[src/rtl/bcm_pkg.sv]
package bcm_pkg;

  typedef enum logic [2:0] {
    ST_OFF      = 3'd0,
    ST_WAIT_REC = 3'd1,
    ST_ARM      = 3'd2,
    ST_TEST     = 3'd3,
    ST_IDLE     = 3'd4
  } bcm_state_e;

endpackage

[src/rtl/bcm_sync.sv]
module bcm_sync #(
  parameter int unsigned STAGES  = 2,
  parameter bit          RST_VAL = 1'b0
) (
  input  logic clk,
  input  logic rst_n,
  input  logic d,
  output logic q
);

  logic [STAGES-1:0] stage_q;

  for (genvar i = 0; i < STAGES; i++) begin : g_stage
    if (i == 0) begin : g_first
      always_ff @(posedge clk or negedge rst_n) begin
        if (!rst_n) stage_q[0] <= RST_VAL;
        else        stage_q[0] <= d;
      end
    end else begin : g_next
      always_ff @(posedge clk or negedge rst_n) begin
        if (!rst_n) stage_q[i] <= RST_VAL;
        else        stage_q[i] <= stage_q[i-1];
      end
    end
  end

  assign q = stage_q[STAGES-1];

endmodule

[src/rtl/bcm_tick_cnt.sv]
module bcm_tick_cnt #(
  parameter int unsigned CNT_W = 17
) (
  input  logic             clk,
  input  logic             rst_n,
  input  logic             clr,
  input  logic             tick,
  input  logic [CNT_W-1:0] limit,
  output logic             done
);

  logic [CNT_W-1:0] cnt_q, cnt_d, cnt_inc;

  assign cnt_inc = cnt_q + 1'b1;
  assign done    = tick && (cnt_inc == limit);

  always_comb begin
    cnt_d = cnt_q;
    if (clr)       cnt_d = '0;
    else if (tick) cnt_d = cnt_inc;
  end

  always_ff @(posedge clk or negedge rst_n) begin
    if (!rst_n) cnt_q <= '0;
    else        cnt_q <= cnt_d;
  end

endmodule

[src/rtl/bcm_ctrl.sv]
module bcm_ctrl
  import bcm_pkg::*;
(
  input  logic clk,
  input  logic rst_n,
  input  logic supply_ok,
  input  logic recovery_done,
  input  logic sec_tick,
  input  logic cell_ok_s,
  input  logic cnt_done,
  output logic load_en,
  output logic warn,
  output logic cnt_clr,
  output logic cnt_sel_test
);

  bcm_state_e state_q, state_d;
  logic       fail_q, fail_d;
  logic       pwrup_q, pwrup_d;
  logic       warn_q, warn_d;

  always_comb begin
    state_d = state_q;
    fail_d  = fail_q;
    pwrup_d = pwrup_q;
    warn_d  = warn_q;
    if (!supply_ok) begin
      state_d = ST_OFF;
      fail_d  = 1'b0;
    end else begin
      unique case (state_q)
        ST_OFF:      state_d = ST_WAIT_REC;
        ST_WAIT_REC: if (recovery_done) state_d = ST_ARM;
        ST_ARM: begin
          if (sec_tick) begin
            state_d = ST_TEST;
            pwrup_d = 1'b1;
            fail_d  = 1'b0;
          end
        end
        ST_TEST: begin
          if (!cell_ok_s) fail_d = 1'b1;
          if (cnt_done) begin
            state_d = ST_IDLE;
            if (fail_q || !cell_ok_s) warn_d = 1'b1;
            else if (pwrup_q)         warn_d = 1'b0;
          end
        end
        ST_IDLE: begin
          if (cnt_done) begin
            state_d = ST_TEST;
            pwrup_d = 1'b0;
            fail_d  = 1'b0;
          end
        end
        default: state_d = ST_OFF;
      endcase
    end
  end

  always_ff @(posedge clk or negedge rst_n) begin
    if (!rst_n) begin
      state_q <= ST_OFF;
      fail_q  <= 1'b0;
      pwrup_q <= 1'b0;
      warn_q  <= 1'b0;
    end else begin
      state_q <= state_d;
      fail_q  <= fail_d;
      pwrup_q <= pwrup_d;
      warn_q  <= warn_d;
    end
  end

  assign load_en      = (state_q == ST_TEST);
  assign warn         = warn_q;
  assign cnt_sel_test = (state_q == ST_TEST);
  assign cnt_clr      = (state_d != state_q) ||
                        !((state_q == ST_TEST) || (state_q == ST_IDLE));

endmodule

[src/rtl/bkup_cell_monitor.sv]
module bkup_cell_monitor #(
  parameter int unsigned INTERVAL_SECS = 86400,
  parameter int unsigned TEST_SECS     = 1,
  parameter int unsigned SYNC_STAGES   = 2
) (
  input  logic clk,
  input  logic rst_n,
  input  logic sec_tick,
  input  logic supply_ok,
  input  logic recovery_done,
  input  logic cell_ok,
  output logic load_en,
  output logic warn_pull_low
);

  localparam int unsigned IDLE_TICKS = INTERVAL_SECS - TEST_SECS;
  localparam int unsigned CNT_W      = $clog2(INTERVAL_SECS + 1);

  logic             rst_n_sync;
  logic             cell_ok_s;
  logic             cnt_clr, cnt_sel_test, cnt_done;
  logic [CNT_W-1:0] cnt_limit;

  bcm_sync #(.STAGES(SYNC_STAGES), .RST_VAL(1'b0)) u_rst_sync (
    .clk   (clk),
    .rst_n (rst_n),
    .d     (1'b1),
    .q     (rst_n_sync)
  );

  bcm_sync #(.STAGES(SYNC_STAGES), .RST_VAL(1'b1)) u_cell_sync (
    .clk   (clk),
    .rst_n (rst_n_sync),
    .d     (cell_ok),
    .q     (cell_ok_s)
  );

  assign cnt_limit = cnt_sel_test ? CNT_W'(TEST_SECS) : CNT_W'(IDLE_TICKS);

  bcm_tick_cnt #(.CNT_W(CNT_W)) u_tick_cnt (
    .clk   (clk),
    .rst_n (rst_n_sync),
    .clr   (cnt_clr),
    .tick  (sec_tick),
    .limit (cnt_limit),
    .done  (cnt_done)
  );

  bcm_ctrl u_ctrl (
    .clk           (clk),
    .rst_n         (rst_n_sync),
    .supply_ok     (supply_ok),
    .recovery_done (recovery_done),
    .sec_tick      (sec_tick),
    .cell_ok_s     (cell_ok_s),
    .cnt_done      (cnt_done),
    .load_en       (load_en),
    .warn          (warn_pull_low),
    .cnt_clr       (cnt_clr),
    .cnt_sel_test  (cnt_sel_test)
  );

endmodule

[config.mk]
export PLATFORM = sky130hd
export DESIGN_NAME = bkup_cell_monitor
export DESIGN_NICKNAME = d
export VERILOG_FILES = /design/src/rtl/bcm_pkg.sv /design/src/rtl/bcm_sync.sv /design/src/rtl/bcm_tick_cnt.sv /design/src/rtl/bcm_ctrl.sv /design/src/rtl/bkup_cell_monitor.sv
export SDC_FILE = /design/constraint.sdc
export NUM_CORES = 1
export LEC_CHECK = 0
export BUFFER_PORTS_ARGS = -buffer_cell sky130_fd_sc_hd__buf_2
export CAP_MARGIN = 30
export CORE_AREA = 2 2 74 48
export CTS_CLUSTER_DIAMETER = 80
export CTS_CLUSTER_SIZE = 12
export DETAILED_ROUTE_END_ITERATION = 12
export DIE_AREA = 0 0 76 50
export GPL_TIMING_DRIVEN = 0
export PLACE_DENSITY = 0.66
export SYNTH_ARGS = -nofsm -noshare
export SYNTH_HDL_FRONTEND = slang
export SYNTH_SLANG_ARGS = --single-unit
[constraint.sdc]
create_clock -name clk -period 1.4 [get_ports clk]
set_input_delay 0 -clock clk [delete_from_list [all_inputs] [get_ports clk]]
set_output_delay 0 -clock clk [all_outputs]
set_load 0.03 [all_outputs]
Yosys cells after proc, flatten, opt, wreduce, memory -nomap -nowiden
Index checks and enable logic that the tools add are counted.

$add $sub $neg: 1. Equal/unequal tests: 12. Muxes and demuxes: 18. Reduce and logical (&&, ||, !) cells: 13.

Operator list (number): $mux W17 (3); $add A17 B1 Y17 const B (1); $eq A17 B17 Y1 (1); $mux W3 (5); $pmux W3 S5 (1); $reduce_and A4 Y1 (3); $ne A3 B3 Y1 const B (3); $mux W1 (7); $eq A3 B2 Y1 const B (2); $reduce_bool A2 Y1 (3); $ne A2 B2 Y1 const B (2); $ne A4 B1 Y1 const B (1); $eq A3 B1 Y1 const B (1); $eq A3 B3 Y1 const B (1); $logic_not A3 Y1 (1); $logic_or A1 B1 Y1 (3); $ne A3 B3 Y1 (1); $pmux W1 S3 (1); $logic_not A1 Y1 (2); $pmux W1 S2 (1); $logic_and A1 B1 Y1 (1).

Flip-flop bits (word level): 27. Bits of input ports: 6. Output and inout bits: 2.

Logic depth before layout (Yosys ltp)
Gate-level depths: netlist (run 1).

Depth in word-level cells: 10. Depth in mapped cells: 10.

By module
A second synthesis (run 1) with hierarchy kept.

Cells, all modules: 210. Area total of the unflattened synthesis: 1928.1 sq um.

Modules (own cells, without submodules): bcm_tick_cnt (times used 1, cells each 163, area each 1415.1 sq um, seq. area each 425.4 sq um); bcm_ctrl (times used 1, cells each 40, area each 399.1 sq um, seq. area each 150.1 sq um); bcm_sync (u_cell_sync) (times used 1, cells each 2, area each 52.6 sq um, seq. area each 52.6 sq um); bcm_sync (u_rst_sync) (times used 1, cells each 2, area each 50.0 sq um, seq. area each 50.0 sq um); bkup_cell_monitor (times used 1, cells each 3, area each 11.3 sq um, seq. area each 0.0 sq um).

Least setup slack after synthesis (run 1)
Ideal clock, no wire load.

Kind: register to register. Start: reg u_tick_cnt.cnt_q[0]. End: reg u_tick_cnt.cnt_q[0]. Arrival: 2.178 ns. Required time: 1.281 ns. Path slack: -0.896 ns. Cell stages (with the launch flop): 11. Clock period less this slack: 2.296 ns. Cell sequence: dfrtp_1 -> ha_1 -> clkbuf_1 -> nand2_1 -> nor4b_4 -> xor2_1 -> a211oi_1 -> o2111ai_4 -> o211ai_4 -> buf_6 -> nor2_1.

Longest elaborated chain between the ends: 9. Elaborated cells between the ends (all ways): 12. Classes of those cells: 1 x add/sub; 2 x eq/ne; 6 x mux; 3 x reduce/logical.

RTL lines: start, declared (RTL line bcm_tick_cnt.sv:12) `logic [CNT_W-1:0] cnt_q, cnt_d, cnt_inc;`; start signal, assigned (RTL line bcm_tick_cnt.sv:25) `else cnt_q <= cnt_d;`; $add A17 B1 Y17 (*) (RTL line bcm_tick_cnt.sv:14) `assign cnt_inc = cnt_q + 1'b1;`; $eq A17 B17 Y1 (RTL line bcm_tick_cnt.sv:15) `assign done = tick && (cnt_inc == limit);`; $logic_and A1 B1 Y1 (RTL line bcm_tick_cnt.sv:15); $mux W3, on equally long branches (RTL line bcm_ctrl.sv:50, bcm_ctrl.sv:43); $pmux W3 S5 (RTL line bcm_ctrl.sv:31) `unique case (state_q)`; $mux W3 (RTL line bcm_ctrl.sv:27) `if (!supply_ok) begin`; $ne A3 B3 Y1 (RTL line bcm_ctrl.sv:78) `assign cnt_clr = (state_d != state_q) ||`; $logic_or A1 B1 Y1 (RTL line bcm_ctrl.sv:78); $mux W17 / $reduce_bool A2 Y1 (equally long branches).

Mark *: on every way between the ends. The rest lies on a longest branch, timed or not. The select of a mux whose other input is x is not followed. A chain may end at the register's enable or synchronous reset.

Final worst setup path (run 1)
Start: reg u_tick_cnt.cnt_q[0]. End: reg u_tick_cnt.cnt_q[11].

Same word-level chain as after synthesis.

==> results by group, run 1 <==
Hold path
  – Min-Delay Path Class: input pin to async pin

Drt
  – Vias: roughly 1500
  – DR vias/cell: 5.646
  – Routed Antenna Nets: 0
  – Initial DRT Pass Iterations: 4
  – Initial drt markers: 76
  – WL final: about 4100 µm
  – DR WL/cell: around 16 µm
  – Post-route DRC: 0

Yosys
  – Post-synth top cells: 25 x dfrtp_1, 24 x nor2_1, 15 x nand3_1, 14 x xor2_1, 11 x nand2_1
  – Post-synth top area cell: dfrtp_1
  – Synth Cell Area: ~1600 µm²
  – EDFF count, synth: 0
  – Warnings from Yosys: 0
  – Main synth FF type: dfrtp_1
  – Async S/R FF share, synth: between 90% and 100%
  – Yosys cell types: 45
  – Synth area leaders: dfrtp_1 38%, xor2_1 7.5%, nor2_1 5.5%
  – Register area share after synthesis: between 40% and 50%
  – Top cell type's share of synthesized area: between 30% and 40%
  – Synthesized Nets: roughly 180
  – Count leader, synth: dfrtp_1
  – Average size of a mapped cell: a little over 9 µm²
  – #FFs+latches synth: 27
  – Mapped Cells: 174

Worst setup path
  – Critical Path AT: approximately 2.4 ns
  – Top delay family on crit path: compound AO/OA/AOI/OAI gates
  – Crit path kind: register to register
  – Slowest library cell on the worst path: dfrtp_2
  – Worst-path maximum fanout: 6
  – CP Launch Point: u_tick_cnt.cnt_q[0]$_DFFE_PN0P_
  – Worst path bufs/invs: 2
  – Worst setup EP type: register
  – Required time worst endpoint: 1.58 ns
  – Max incr delay on CP: approximately 0.45 ns
  – Cell Chain, Critical Path: ha_4 > buf_4 > nand3_2 > nor2_2 > a211o_1 > a211oi_4 > o2111ai_4 > o211ai_4 > buf_8 > nor2_4
  – CP Launch Type: register
  – R2R Path Start: u_tick_cnt.cnt_q[0]$_DFFE_PN0P_

Timing
  – Worst Tran Pin Value: roughly 0.55 ns
  – Final Critical Period: 2.263 ns
  – Fin. max-slew vios: 0
  – Period utilization: 161.6%
  – Fmax: 0.4419 GHz
  – Worst setup margin: -0.8628 ns
  – Clock skew: 0.005909 ns
  – RSZ-0062 raised after global routing: yes
  – Final setup viols: 24
  – Fin. Hold Viols: 0
  – Max-slew headroom: 63.02%

Global route
  – Total track usage: ~22%
  – Grt total ovfl: 0
  – Antenna violations before repair: 0
  – Number of global-route vias before repair: between 1000 and 1500
  – First-pass GRT wire length: 6527 µm
  – Largest net degree at the start of global routing: 26

Floorplanning
  – Core area: approximately 3100 µm²
  – Initial core utilization: 52.42%
  – Core Rows: 16
  – I/O pin count: 8
  – DIE AREA: 3800 µm²
  – Die height: around 50 µm
  – Die X: around 76 µm

Placed design
  – Port Buffers: 6
  – Area after DPL: roughly 1800 µm²
  – DP HPWL: around 2500 µm
  – Dpl cells: ~230
  – RD Place Congestion: around 0.85

Cells and area
  – Area Growth Syn to Fin: 38.46%
  – Share of cells above drive strength 1: 42.33%
  – Post-route cell area: about 2300 µm²
  – Inserted Diodes: 0
  – Layout Nets: 223
  – Non-Filler Instances: 260
  – Core Util, Final: 72.58%

CTS
  – Number of buffers created by CTS: 3
  – CTS tree: done
  – CTS root buffer: clkbuf_8
  – Clock latency on the worst-skew pair: between 0.2 and 0.3 ns
  – H-Tree Depth: 1
  – Clock buffer depth: 2
  – CTS clk-pin slew, worst paths: around 0.1 ns
  – Clk sinks: 27

Job
  – Max-cap violations: 0

Pwr
  – P_leak: between 0.9 and 1 nW
  – Power Dens Cells: about 640 nW/µm²
  – VDD IR-drop max: 0.0006246 V
  – Overall Power: 1.432 mW

Run status
  – Failing checks: setup timing
  – Status: finished, violations left
stage by stage:
stage / setup WS, ns / hold WS (ns) / setup TNS [ns]
after CTS: -0.8158 / 0.002993 / -18.17
after global placement: -0.9740 / -0.2157 / -20.26
final: -0.8628 / 0.01254 / -19.09
after global routing: -1.008 / 0.01012 / -22.59
after floorplan: -0.7200 / -0.2956 / -15.07
after detailed placement: -1.073 / -0.2084 / -22.47
timing repair:
| item | CTS | global route |
|---|---|---|
| hold endpoints to repair | 4 | 0 |
| gates resized for setup | 36 | 24 |
| gates cloned | 1 | 0 |
| setup buffers | 17 | 13 |
| pin swaps | 17 | 8 |
| endpoints found under the setup margin | 24 | 24 |
| hold buffers | 3 | 0 |
power breakdown:
part	leakage (nW)	switching, mW	total [mW]	internal (mW)
clock network	0.0261	0.273	0.483	0.210
registers	0.344	0.0138	0.808	0.794
logic	0.535	0.0742	0.141	0.0666
total	0.905	0.361	1.43	1.07
logic make-up after synthesis:
group	share of synthesized area [%]
other cells	0.2305
buf+inv	4.076
compound gates	13.46
simple gates	26.77
xor+xnor	12.39
flops	41.69
fa+ha+maj	0.7691
mux	0.6154
layer usage:
metal / share of wire (%) / wire, µm / global-route usage [%] / vias to the layer above
li1: - / - / - / 693
met1: 46 / 1911 / 30.91 / 725
met2: 46 / 1904 / 35.27 / 46
met3: 6.5 / 266 / 4.579 / 4
met4: 0.92 / 38 / 8.182 / 0
met5: 0 / 0 / 0 / -
layout by cell type (no fill, tap or decap), types with 7 or more instances in the layout:
cell	count
dfrtp_2	9
buf_6	9
xor2_1	14
nor2_2	7
nand2_1	10
nor2_1	8
buf_4	24
xnor2_1	9
nor2_4	10
nand3_1	13
dfrtp_1	16
state kept, by name, summed over array words and instances, names as in the netlist:
| register | flops |
|---|---|
| u_tick_cnt.cnt_q | 17 |
| u_ctrl.state_q | 3 |
| u_cell_sync.q | 1 |
| u_cell_sync.stage_q | 1 |
| u_ctrl.fail_q | 1 |
| u_ctrl.pwrup_q | 1 |
| u_ctrl.warn | 1 |
| u_rst_sync.q | 1 |
| u_rst_sync.stage_q | 1 |
path summary, 6_finish.rpt:
kind | endpoint | slack [ns] | cells past startpoint
max | u_tick_cnt.cnt_q[11]$_DFFE_PN0P_ | -0.86 | 10
min | u_rst_sync.q$_DFF_PN0_ | 0.01 | 2
min in group clk | u_ctrl.state_q[0]$_DFF_PN0_ | 0.11 | 4
min reg2reg | u_tick_cnt.cnt_q[5]$_DFFE_PN0P_ | 0.23 | 0
max reg2reg | u_tick_cnt.cnt_q[11]$_DFFE_PN0P_ | -0.86 | 10
max in group asynchronous | u_tick_cnt.cnt_q[4]$_DFFE_PN0P_ | 0.69 | 1
layout make-up:
class                   count  area [µm²]
flip-flops and latches     27       689.4
fillers                   236       850.8
clock buffers               3       41.29
clock inverters             1       8.758
inverters                   4       18.77
repair buffers             41       352.8
well taps                  45       56.30
multi-input cells         133        1035
plain buffers               6       50.05
Power figures use the tool's default switching activity.
==> run 2, diff against run 1 <==
--- a/config.mk
+++ b/config.mk
@@ -14,6 +14,7 @@
 export DIE_AREA = 0 0 76 50
 export GPL_TIMING_DRIVEN = 0
 export PLACE_DENSITY = 0.66
+export RECOVER_POWER = 50
 export SYNTH_ARGS = -nofsm -noshare
 export SYNTH_HDL_FRONTEND = slang
 export SYNTH_SLANG_ARGS = --single-unit
==> run 2 against run 1 <==
Final cell count did not move. Core utilization about the same. The flow still finishes with violations (setup timing). Final area is essentially flat. Via count unchanged. Fmax hardly changed. Global-route usage unchanged.
==> results by group, run 2 (same netlist as run 1, synthesis figures left out) <==
Run status
  – Status: finished, violations left
  – Failing checks: setup timing

Drt
  – Post-route DRC: 0
  – DR vias/cell: 5.646
  – Initial DRT Pass Iterations: 4
  – WL final: between 4000 and 5000 µm
  – Vias: 1468
  – DR WL/cell: between 15 and 20 µm
  – Routed Antenna Nets: 0
  – Initial drt markers: 77

Cells and area
  – Share of cells above drive strength 1: 41.86%
  – Post-route cell area: between 2000 and 2500 µm²
  – Register area: around 690 µm²
  – Layout Nets: 223
  – Commonest cells after routing, fill and taps aside: 24 x buf_4, 16 x dfrtp_1, 14 x xor2_1
  – Area Growth Syn to Fin: 38.38%
  – Most common cell after layout, fill and taps aside: buf_4
  – # fillers: approximately 240
  – Largest Register: u_tick_cnt.cnt_q
  – Inserted Diodes: 0
  – Top Registers: u_tick_cnt.cnt_q x17, u_ctrl.state_q x3
  – Multi-input gate area: about 1000 µm²
  – Largest register FFs: 17

CTS
  – Clock latency on the worst-skew pair: 0.29 ns
  – Clk sinks: 27
  – Number of buffers created by CTS: 3
  – H-Tree Depth: 1
  – Clock buffer depth: 2
  – CTS clk-pin slew, worst paths: about 0.1 ns
  – CTS root buffer: clkbuf_8
  – CTS tree: done

Worst setup path
  – Cell Chain, Critical Path: ha_4 > buf_4 > nand3_2 > nor2_2 > a211o_1 > a211oi_4 > o2111ai_4 > o211ai_4 > buf_8 > nor2_4
  – Slowest library cell on the worst path: dfrtp_2
  – Worst r2r path cells: 10
  – Max incr delay on CP: 0.45 ns
  – FF-to-FF setup slack: -0.86 ns
  – CP Launch Type: register
  – CP Capture Point: u_tick_cnt.cnt_q[11]$_DFFE_PN0P_
  – R2R Path Start: u_tick_cnt.cnt_q[0]$_DFFE_PN0P_
  – Required time worst endpoint: roughly 1.6 ns
  – Worst r2r dst: u_tick_cnt.cnt_q[11]$_DFFE_PN0P_
  – Worst setup EP type: register
  – Crit path kind: register to register
  – CP Launch Point: u_tick_cnt.cnt_q[0]$_DFFE_PN0P_
  – Critical Path AT: around 2.4 ns
  – Worst-path maximum fanout: 6

Timing
  – Worst setup margin: -0.8625 ns
  – Hold Slack: 0.02362 ns
  – Final setup viols: 24
  – RSZ-0062 raised after global routing: yes
  – Period utilization: 161.6%
  – Fmax: ~0.44 GHz
  – Fin. Hold Viols: 0
  – Final Critical Period: ~2.3 ns
  – Worst Tran Pin Value: 0.5504 ns
  – Max-slew headroom: 63.02%
  – Fin. max-slew vios: 0
  – Clock skew: approximately 0.0057 ns

Pwr
  – P_leak: approximately 0.9 nW
  – Sw frac: between 20% and 30%
  – Clock share of power: about 34%
  – Psw: between 0.3 and 0.4 mW
  – Power Dens Cells: approximately 640 nW/µm²
  – Seq pwr share: a little under three fifths
  – Combinational Power Share: 9.8%
  – VDD IR-drop max: about 0.00063 V
  – Internal Power: 1.070 mW
  – Overall Power: 1.432 mW

Floorplanning
  – Core area: just over 3000 µm²
  – I/O pin count: 8
  – Core Rows: 16
  – Die height: 50 µm
  – DIE AREA: about 3800 µm²
  – Initial core utilization: 52.42%
  – Die X: ~76 µm

Placed design
  – DP HPWL: approximately 2500 µm
  – Worst Setup Slack post-DPL: -1.073 ns
  – RD Place Congestion: 0.8500
  – Area after DPL: between 1500 and 2000 µm²
  – Port Buffers: 6

Job
  – Max-cap violations: 0

Global route
  – Largest net degree at the start of global routing: 26
  – Number of global-route vias before repair: 1296
  – Antenna violations before repair: 0
  – First-pass GRT wire length: 6527 µm
  – Grt total ovfl: 0
  – Total track usage: between 20% and 30%

Hold path
  – Min-Delay Path Class: input pin to async pin
## run 2: cell count changes in the layout (fill, tap and decap cells not counted), sizes merged
cell / previous run / this run
clkbuf: 5 / 6
buf: 42 / 41
## run 2: what timing repair did
item	CTS	global route
pin swaps	17	8
setup endpoints to repair	24	24
resized for setup	36	24
endpoints found under the hold margin	4	0
cloned	1	0
hold buffers	3	0
buffers inserted	17	13
## run 2: worst max-delay path: cells and delay by family, from the launching register on
kind            cells  cell delay, ns
compound gates      4            0.98
buf+inv             2            0.35
flops               1            0.45
fa+ha+maj           1            0.20
simple gates        3            0.17
## run 2: layout make-up
class | count | area share [%]
Multi-Input combinational cell | 133 | 45.97
Clock inverter | 1 | 0.3891
Clock buffer | 3 | 1.834
Timing Repair Buffer | 41 | 15.62
Sequential cell | 27 | 30.63
Inverter | 4 | 0.8338
Buffer | 6 | 2.223
Tap cell | 45 | 2.501
## run 2: routing by layer
layer	part of all wire (%)	track usage [%]	vias to the layer above
li1	-	-	693
met1	46	30.91	725
met2	46	35.27	46
met3	6.5	4.579	4
met4	0.92	8.182	0
met5	0	0	-
## run 2: power by group through the flow
| stage | combinational (mW) | sequential [mW] | clock, mW |
|---|---|---|---|
| finish | 0.141 | 0.808 | 0.484 |
| global route | 0.155 | 0.810 | 0.532 |
| floorplan | 0.0635 | 0.821 | 0 |
| global placement | 0.0833 | 0.825 | 0 |
| detailed placement | 0.0874 | 0.827 | 0 |
| CTS | 0.115 | 0.818 | 0.501 |
## run 2: worst min path at each step
stage | depth (start not counted) | to
after floorplan | 0 | u_rst_sync.q$_DFF_PN0_
after global placement | 1 | u_rst_sync.stage_q[0]$_DFF_PN0_
after detailed placement | 1 | u_rst_sync.q$_DFF_PN0_
after CTS | 2 | u_rst_sync.stage_q[0]$_DFF_PN0_
after global routing | 2 | u_rst_sync.q$_DFF_PN0_
final | 2 | u_rst_sync.q$_DFF_PN0_
## run 2: metrics by stage
| step | TNS (ns) | std cells | util (%) |
|---|---|---|---|
| after global routing | -22.59 | 260 | 72.54 |
| after floorplan | -15.07 | 174 | - |
| after detailed placement | -22.47 | 225 | 56.53 |
| final | -19.09 | 260 | 72.54 |
| after CTS | -18.17 | 246 | 66.61 |
| after global placement | -20.26 | 225 | 56.53 |
